$ cat config.mk
export PLATFORM = sky130hd
export DESIGN_NAME = fp2u_vec_conv
export DESIGN_NICKNAME = d
export VERILOG_FILES = /design/src/rtl/fp2u_pkg.sv /design/src/rtl/fp2u_sel_decode.sv /design/src/rtl/fp2u_lane_unit.sv /design/src/rtl/fp2u_seq_ctrl.sv /design/src/rtl/fp2u_vec_conv.sv
export SDC_FILE = /design/constraint.sdc
export NUM_CORES = 2
export LEC_CHECK = 0
export ABC_AREA = 1
export CAP_MARGIN = 30
export CORE_AREA = 2 2 475 359
export CTS_CLUSTER_DIAMETER = 100
export DETAILED_ROUTE_END_ITERATION = 7
export DIE_AREA = 0 0 477 361
export DONT_BUFFER_PORTS = 1
export PLACE_DENSITY_LB_ADDON = 0.3
export SKIP_CTS_REPAIR_TIMING = 1
export SLEW_MARGIN = 20
export SYNTH_ARGS = -nofsm -noshare
export SYNTH_HDL_FRONTEND = slang
export SYNTH_SLANG_ARGS = --single-unit
$ cat constraint.sdc
create_clock -name clk -period 12.3 [get_ports clk]
set_input_delay 0.615 -clock clk [delete_from_list [all_inputs] [get_ports clk]]
set_output_delay 0.615 -clock clk [all_outputs]
set_load 0.01 [all_outputs]
$ cat src/rtl/fp2u_pkg.sv
package fp2u_pkg;

    typedef enum logic [1:0] {
        SRC_HALF,
        SRC_SINGLE,
        SRC_DOUBLE
    } src_fmt_e;

    typedef enum logic [1:0] {
        RES_W16,
        RES_W32,
        RES_W64
    } res_w_e;

    // Decoded operation: legality, formats and log2 of the lane size
    typedef struct packed {
        logic     legal;
        src_fmt_e sfmt;
        res_w_e   rw;
        logic [2:0] lane_sh;
    } cvt_cfg_t;

    typedef struct packed {
        logic [63:0] value;
        logic        invalid;
        logic        inexact;
    } cvt_out_t;

    localparam logic [3:0] SEL_H_16 = 4'b0101;
    localparam logic [3:0] SEL_H_32 = 4'b0110;
    localparam logic [3:0] SEL_H_64 = 4'b0111;
    localparam logic [3:0] SEL_S_32 = 4'b1010;
    localparam logic [3:0] SEL_S_64 = 4'b1110;
    localparam logic [3:0] SEL_D_32 = 4'b1100;
    localparam logic [3:0] SEL_D_64 = 4'b1111;

    function automatic cvt_cfg_t decode_sel(input logic [3:0] s);
        cvt_cfg_t c;
        c.legal   = 1'b1;
        c.sfmt    = SRC_HALF;
        c.rw      = RES_W16;
        c.lane_sh = 3'd4;
        case (s)
            SEL_H_16: begin c.sfmt = SRC_HALF;   c.rw = RES_W16; c.lane_sh = 3'd4; end
            SEL_H_32: begin c.sfmt = SRC_HALF;   c.rw = RES_W32; c.lane_sh = 3'd5; end
            SEL_H_64: begin c.sfmt = SRC_HALF;   c.rw = RES_W64; c.lane_sh = 3'd6; end
            SEL_S_32: begin c.sfmt = SRC_SINGLE; c.rw = RES_W32; c.lane_sh = 3'd5; end
            SEL_S_64: begin c.sfmt = SRC_SINGLE; c.rw = RES_W64; c.lane_sh = 3'd6; end
            SEL_D_32: begin c.sfmt = SRC_DOUBLE; c.rw = RES_W32; c.lane_sh = 3'd6; end
            SEL_D_64: begin c.sfmt = SRC_DOUBLE; c.rw = RES_W64; c.lane_sh = 3'd6; end
            default:  c.legal = 1'b0;
        endcase
        return c;
    endfunction

    function automatic logic [63:0] res_mask(input res_w_e rw);
        case (rw)
            RES_W16: return 64'h0000_0000_0000_FFFF;
            RES_W32: return 64'h0000_0000_FFFF_FFFF;
            default: return 64'hFFFF_FFFF_FFFF_FFFF;
        endcase
    endfunction

    function automatic int res_bits(input res_w_e rw);
        case (rw)
            RES_W16: return 16;
            RES_W32: return 32;
            default: return 64;
        endcase
    endfunction

    // Truncating conversion of the low source-width bits of raw
    function automatic cvt_out_t fp_to_uint(input logic [63:0] raw,
                                            input src_fmt_e sf,
                                            input res_w_e rw);
        cvt_out_t    r;
        logic        sgn;
        logic [10:0] efld;
        logic [10:0] eall;
        logic [51:0] frac;
        logic [52:0] mant;
        logic [63:0] ip;
        logic [63:0] sat;
        logic        fnz;
        logic        ovf;
        int          bias;
        int          e;
        int          ow;
        r    = '0;
        ip   = '0;
        fnz  = 1'b0;
        ovf  = 1'b0;
        sat  = res_mask(rw);
        ow   = res_bits(rw);
        case (sf)
            SRC_HALF: begin
                sgn = raw[15]; efld = {6'd0, raw[14:10]}; eall = 11'd31;
                frac = {raw[9:0], 42'd0}; bias = 15;
            end
            SRC_SINGLE: begin
                sgn = raw[31]; efld = {3'd0, raw[30:23]}; eall = 11'd255;
                frac = {raw[22:0], 29'd0}; bias = 127;
            end
            default: begin
                sgn = raw[63]; efld = raw[62:52]; eall = 11'd2047;
                frac = raw[51:0]; bias = 1023;
            end
        endcase
        mant = {1'b1, frac};
        e    = int'(efld) - bias;
        if (efld == eall) begin
            r.invalid = 1'b1;
            r.value   = (frac == '0 && !sgn) ? sat : 64'd0;
        end else if (efld == '0) begin
            r.inexact = (frac != '0);
        end else begin
            if (e < 0) begin
                fnz = 1'b1;
            end else if (e >= ow) begin
                ovf = 1'b1;
            end else if (e <= 52) begin
                ip  = 64'(mant >> (52 - e));
                fnz = (mant & ((53'd1 << (52 - e)) - 53'd1)) != '0;
            end else begin
                ip  = {11'd0, mant} << (e - 52);
            end
            if (ovf) begin
                r.invalid = 1'b1;
                r.value   = sgn ? 64'd0 : sat;
            end else if (sgn && ip != '0) begin
                r.invalid = 1'b1;
            end else begin
                r.value   = sgn ? 64'd0 : ip;
                r.inexact = fnz;
            end
        end
        return r;
    endfunction

endpackage

$ cat src/rtl/fp2u_sel_decode.sv
module fp2u_sel_decode
    import fp2u_pkg::*;
(
    input  logic [3:0] sel,
    output cvt_cfg_t   cfg
);
    always_comb begin
        cfg = decode_sel(sel);
    end
endmodule

$ cat src/rtl/fp2u_lane_unit.sv
module fp2u_lane_unit
    import fp2u_pkg::*;
#(
    parameter int VLEN = 128,
    localparam int IDXW = $clog2(VLEN / 16),
    localparam int OFFW = $clog2(VLEN)
) (
    input  logic             clk,
    input  logic             rst,
    input  logic [VLEN-1:0]  src_vec,
    input  logic [VLEN/8-1:0] pred,
    input  logic [IDXW-1:0]  idx,
    input  cvt_cfg_t         cfg,
    output logic [OFFW-1:0]  lane_off,
    output logic             active,
    output cvt_out_t         conv
);
    logic [VLEN-1:0] shifted;
    logic [63:0]     raw;

    always_comb begin
        lane_off = OFFW'(idx) << cfg.lane_sh;
        shifted  = src_vec >> lane_off;
        raw      = shifted[63:0];
        active   = pred[lane_off[OFFW-1:3]];
        conv     = fp_to_uint(raw, cfg.sfmt, cfg.rw);
    end

    AST_RESULT_FITS: assert property (@(posedge clk) disable iff (rst)
        (conv.value & ~res_mask(cfg.rw)) == 64'd0);
    AST_FLAGS_EXCLUSIVE: assert property (@(posedge clk) disable iff (rst)
        !(conv.invalid && conv.inexact));
endmodule

$ cat src/rtl/fp2u_seq_ctrl.sv
module fp2u_seq_ctrl #(
    parameter int VLEN = 128,
    localparam int IDXW = $clog2(VLEN / 16)
) (
    input  logic            clk,
    input  logic            rst,
    input  logic            start,
    input  logic            sel_legal,
    input  logic [2:0]      lane_sh,
    output logic            accept,
    output logic            run,
    output logic [IDXW-1:0] idx,
    output logic            done
);
    typedef enum logic [1:0] {ST_IDLE, ST_RUN, ST_FIN} st_e;
    st_e             state;
    logic [IDXW-1:0] last_idx;

    always_comb begin
        last_idx = IDXW'((VLEN >> lane_sh) - 1);
        accept   = start && (state == ST_IDLE);
        run      = (state == ST_RUN);
    end

    always_ff @(posedge clk) begin
        if (rst) begin
            state <= ST_IDLE;
            idx   <= '0;
            done  <= 1'b0;
        end else begin
            done <= (state == ST_FIN);
            case (state)
                ST_IDLE: if (start) begin
                    idx   <= '0;
                    state <= sel_legal ? ST_RUN : ST_FIN;
                end
                ST_RUN: begin
                    if (idx == last_idx) state <= ST_FIN;
                    else                 idx   <= idx + 1'b1;
                end
                default: state <= ST_IDLE;
            endcase
        end
    end

    AST_DONE_PULSE: assert property (@(posedge clk) disable iff (rst)
        done |=> !done);
    AST_LANE_BOUND: assert property (@(posedge clk) disable iff (rst)
        run |-> idx <= last_idx);
    AST_BUSY_START_IGNORED: assert property (@(posedge clk) disable iff (rst)
        (run && start && idx != last_idx) |=> (run && idx == $past(idx) + 1'b1));
endmodule

$ cat src/rtl/fp2u_vec_conv.sv
module fp2u_vec_conv
    import fp2u_pkg::*;
#(
    parameter int VLEN = 128,
    localparam int PW   = VLEN / 8,
    localparam int IDXW = $clog2(VLEN / 16),
    localparam int OFFW = $clog2(VLEN)
) (
    input  logic            clk,
    input  logic            rst,
    input  logic            start,
    input  logic [3:0]      sel,
    input  logic [VLEN-1:0] src_vec,
    input  logic [VLEN-1:0] old_vec,
    input  logic [PW-1:0]   pred,
    output logic [VLEN-1:0] dst_out,
    output logic            done,
    output logic            err,
    output logic            flag_invalid,
    output logic            flag_inexact
);
    cvt_cfg_t        cfg_live;
    cvt_cfg_t        cfg_q;
    logic [VLEN-1:0] src_q;
    logic [PW-1:0]   pred_q;
    logic [VLEN-1:0] dst_q;
    logic            inv_q, inx_q, err_q;
    logic            accept, run;
    logic [IDXW-1:0] idx;
    logic [OFFW-1:0] lane_off;
    logic            lane_act;
    cvt_out_t        conv;

    fp2u_sel_decode u_dec (
        .sel (sel),
        .cfg (cfg_live)
    );

    fp2u_seq_ctrl #(.VLEN(VLEN)) u_ctrl (
        .clk       (clk),
        .rst       (rst),
        .start     (start),
        .sel_legal (cfg_live.legal),
        .lane_sh   (cfg_q.lane_sh),
        .accept    (accept),
        .run       (run),
        .idx       (idx),
        .done      (done)
    );

    fp2u_lane_unit #(.VLEN(VLEN)) u_lane (
        .clk      (clk),
        .rst      (rst),
        .src_vec  (src_q),
        .pred     (pred_q),
        .idx      (idx),
        .cfg      (cfg_q),
        .lane_off (lane_off),
        .active   (lane_act),
        .conv     (conv)
    );

    always_ff @(posedge clk) begin
        if (rst) begin
            cfg_q  <= '0;
            src_q  <= '0;
            pred_q <= '0;
            dst_q  <= '0;
            inv_q  <= 1'b0;
            inx_q  <= 1'b0;
            err_q  <= 1'b0;
        end else if (accept) begin
            cfg_q  <= cfg_live;
            src_q  <= src_vec;
            pred_q <= pred;
            dst_q  <= old_vec;
            inv_q  <= 1'b0;
            inx_q  <= 1'b0;
            err_q  <= !cfg_live.legal;
        end else if (run && lane_act) begin
            case (cfg_q.lane_sh)
                3'd4:    dst_q[lane_off +: 16] <= conv.value[15:0];
                3'd5:    dst_q[lane_off +: 32] <= conv.value[31:0];
                default: dst_q[lane_off +: 64] <= conv.value;
            endcase
            inv_q <= inv_q | conv.invalid;
            inx_q <= inx_q | conv.inexact;
        end
    end

    assign dst_out      = dst_q;
    assign err          = err_q;
    assign flag_invalid = inv_q;
    assign flag_inexact = inx_q;

    AST_INACTIVE_FLAGS_HOLD: assert property (@(posedge clk) disable iff (rst)
        (run && !lane_act && !start) |=> ($stable(flag_invalid) && $stable(flag_inexact)));
    AST_ERR_NO_FLAGS: assert property (@(posedge clk) disable iff (rst)
        err |-> (!flag_invalid && !flag_inexact));
endmodule

==> summary.txt <==
NetSw: 7.31 mW
Root Buffer: clkbuf_16
Via count: 74600
Final nets: 10100
Share of cells above drive strength 1: 6.68%
CTS H-Tree Depth: 2
Power Density: 205 nW/um2
CTS buffer count: 41
Post-synthesis sequential area ratio: 11.5%
Grt ovf: 0
Slew Viols, Final: 0
Worst Tran Pin Value: 1.17 ns
Status: complete, no violations
Boundary Pins: 411
WP data required: 12.86 ns
Placer Congestion: 1.16
Worst path most repeated cell: nand3_1
Pre-antenna DRT Iters: 8
Crit path max fanout: 46
Clk network pwr share: 11.1%
WL final: 345000 um
1st-iter DRT viols: 13800
R2R setup slack: 0.57 ns
Clk buf depth: 3
Mapped Area: 50000 um2
Syn avg cell area: 4.95 um2
ANT nets after route: 0
Total Power: 11.2 mW
Mapped Nets: 10400
CP peak stage delay: 0.73 ns
Synth top area share: 26.1%
Sink Count: 288
Logic pwr share: 78.3%
Seq pwr share: 10.6%
RSZ-0062 raised after global routing: no
Seq cells post-synth: 288
Final period util: 95.4%
Post-place instance area: 53300 um2
Most frequent cells in the layout: nand2_1, nand3_1, nor2_1, o21ai_0, a21oi_1
Site Rows: 130
Worst-Skew Late Latency: 0.64 ns
GRT Overall Usage: 38.1%
Critical-path top delay cell: o311ai_0
Core area: 167000 um2
FILL cells: 19600
Fmax: 85.2 MHz
Sequential Area: 5770 um2
Setup crit end kind: register
Final Cell Area: 54700 um2
Die W: 477 um
Drt drc: 0
Utilization after layout: 32.8%
CTS tree: yes
Die ar.: 172000 um2
P_leak: 25.1 nW
VDD IR-drop max: 0.000103 V
Pin count of the biggest net entering global routing: 133
Initial antenna violation count: 28
Area of the multi-input gates: 39400 um2
DP HPWL: 275000 um
Post-synth ARST share: 0%
Clk pin slew, worst setup/hold paths: 0.07 ns
Die H: 361 um
Number of flops mapped to enable cells by yosys: 0
Post-synth top flop: dfxtp_1
Final setup fails: 0
Vias/cell: 6.16
Worst EP arrival: 12.29 ns
P_int: 3.93 mW
Area growth, synth to finish: 9.52%
Count of cell types in the netlist: 74
Critical path type: register to register
Most common cell after layout, fill and taps aside: nand2_1
Startpoint Class: register
Post-synth top area cell: nand2_1
Minimum clock period: 11.73 ns
Max-slew headroom: 21.6%
First-pass GRT wire length: 486000 um
Clock skew: 0.0367 ns
Max-cap violations: 0
Yosys Warn Count: 0
Vias in the first global route: 65700
Synthesized netlist cell count: 10100
Synth top area cells: nand2_1, nand3_1, dfxtp_1
Family with the most delay on the worst path: simple AND/OR/NAND/NOR gates
Worst Path Buf+Inv: 10
Initial Util: 29.9%
Setup_tns: 0 ns
Switching Share: 65.0%
Tightest Hold Check Type: input pin to register
WL/cell: 28.5 um
Fin. Hold Viols: 0
PortBufs: 0
==> logic make-up after synthesis <==
logic type | after synthesis | share of synthesized area, %
mux | 2 | 0.0401
simple gates | 6955 | 59.8
buf+inv | 1251 | 10.2
xor+xnor | 13 | 0.243
fa+ha+maj | 30 | 0.751
flops | 288 | 11.5
compound gates | 1552 | 17.4
==> worst paths after layout <==
kind                                              from                      endpoint  depth (start not counted)
worst max-delay path             cfg_q[1]$_SDFFE_PP0P_      dst_out[26]$_SDFFE_PP0P_                         60
worst min-delay path                               rst  u_ctrl.state[0]$_SDFFE_PP0P_                          1
worst max register to register   cfg_q[1]$_SDFFE_PP0P_      dst_out[26]$_SDFFE_PP0P_                         60
worst min register to register  pred_q[9]$_SDFFE_PP0P_        pred_q[9]$_SDFFE_PP0P_                          2
==> state kept, by name, indices dropped and copies added (netlist names) <==
signal and flops:
cfg_q 7, dst_out 128, err 1, flag_inexact 1, flag_invalid 1, pred_q 16
src_q 128, u_ctrl.done 1, u_ctrl.idx 3, u_ctrl.state 2
==> cell type report <==
| type | instances | area share, % |
|---|---|---|
| Multi-Input combinational cell | 8552 | 71.9 |
| Sequential cell | 288 | 10.5 |
| Timing Repair Buffer | 419 | 6.30 |
| Tap cell | 2244 | 5.13 |
| Inverter | 517 | 3.59 |
| Clock buffer | 48 | 1.98 |
| Clock inverter | 26 | 0.512 |
| Antenna cell | 12 | 0.0549 |
==> metrics by stage <==
| stage | std cells | hold WS [ns] | worst slack [ns] |
|---|---|---|---|
| after global routing | 12100 | 0.0304 | 0.0531 |
| final | 12100 | 0.0620 | 0.570 |
| after floorplan | 10100 | 0.446 | 4.08 |
| after CTS | 12100 | 0.0330 | 1.11 |
| after detailed placement | 12000 | 0.469 | 1.15 |
| after global placement | 12000 | 0.463 | 1.17 |
==> synthesized netlist by cell type, types with 5 or more instances <==
master	count
xor2_1	8
nor3_1	52
a22o_1	5
buf_1	166
clkbuf_1	383
o221ai_1	17
a21boi_1	10
a221oi_1	6
or2_2	21
nor2_1	861
nand2_1	3481
o21bai_1	7
nor2_4	7
dfxtp_1	288
nand4_1	126
buf_4	29
buf_6	18
o21ai_0	514
o21ai_1	182
ha_1	30
nor4_1	29
a21oi_1	455
o21a_1	24
o2111ai_1	8
nor2_2	6
a31oi_1	60
nand3_1	2298
and2_1	7
nor3b_1	7
nand3b_1	9
inv_2	44
buf_2	138
o31ai_1	11
o22ai_1	74
nand2_2	18
a22oi_1	7
inv_1	450
clkinv_1	23
o211ai_1	141
nand3_2	12
==> worst reg2reg max path: cells and delay by family (launching register included) <==
| kind | cells | cell delay, ns |
|---|---|---|
| AND/OR/NAND/NOR | 39 | 6.21 |
| buffers and inverters | 10 | 2.09 |
| AO/OA/AOI/OAI | 8 | 1.78 |
| adder cells (fa/ha/maj) | 2 | 0.70 |
| flip-flops | 1 | 0.67 |
| XOR/XNOR | 1 | 0.21 |
==> power by group through the flow <==
stage	Combinational, mW	Clock (mW)	Sequential, mW
3_3_place_gp	8.22	0	1.21
5_1_grt	9.28	1.30	1.20
4_1_cts	8.25	1.26	1.19
6_report	8.80	1.25	1.20
3_5_place_dp	8.22	0	1.21
2_1_floorplan	5.08	0	1.14
==> metal layers <==
metal  global-route usage, %  part of all wire, %
met1                    55.1                   44
met4                    11.2                  3.5
met5                       0                0.070
met3                    17.8                   17
met2                    48.6                   36
(Power assumes the default switching activity.)
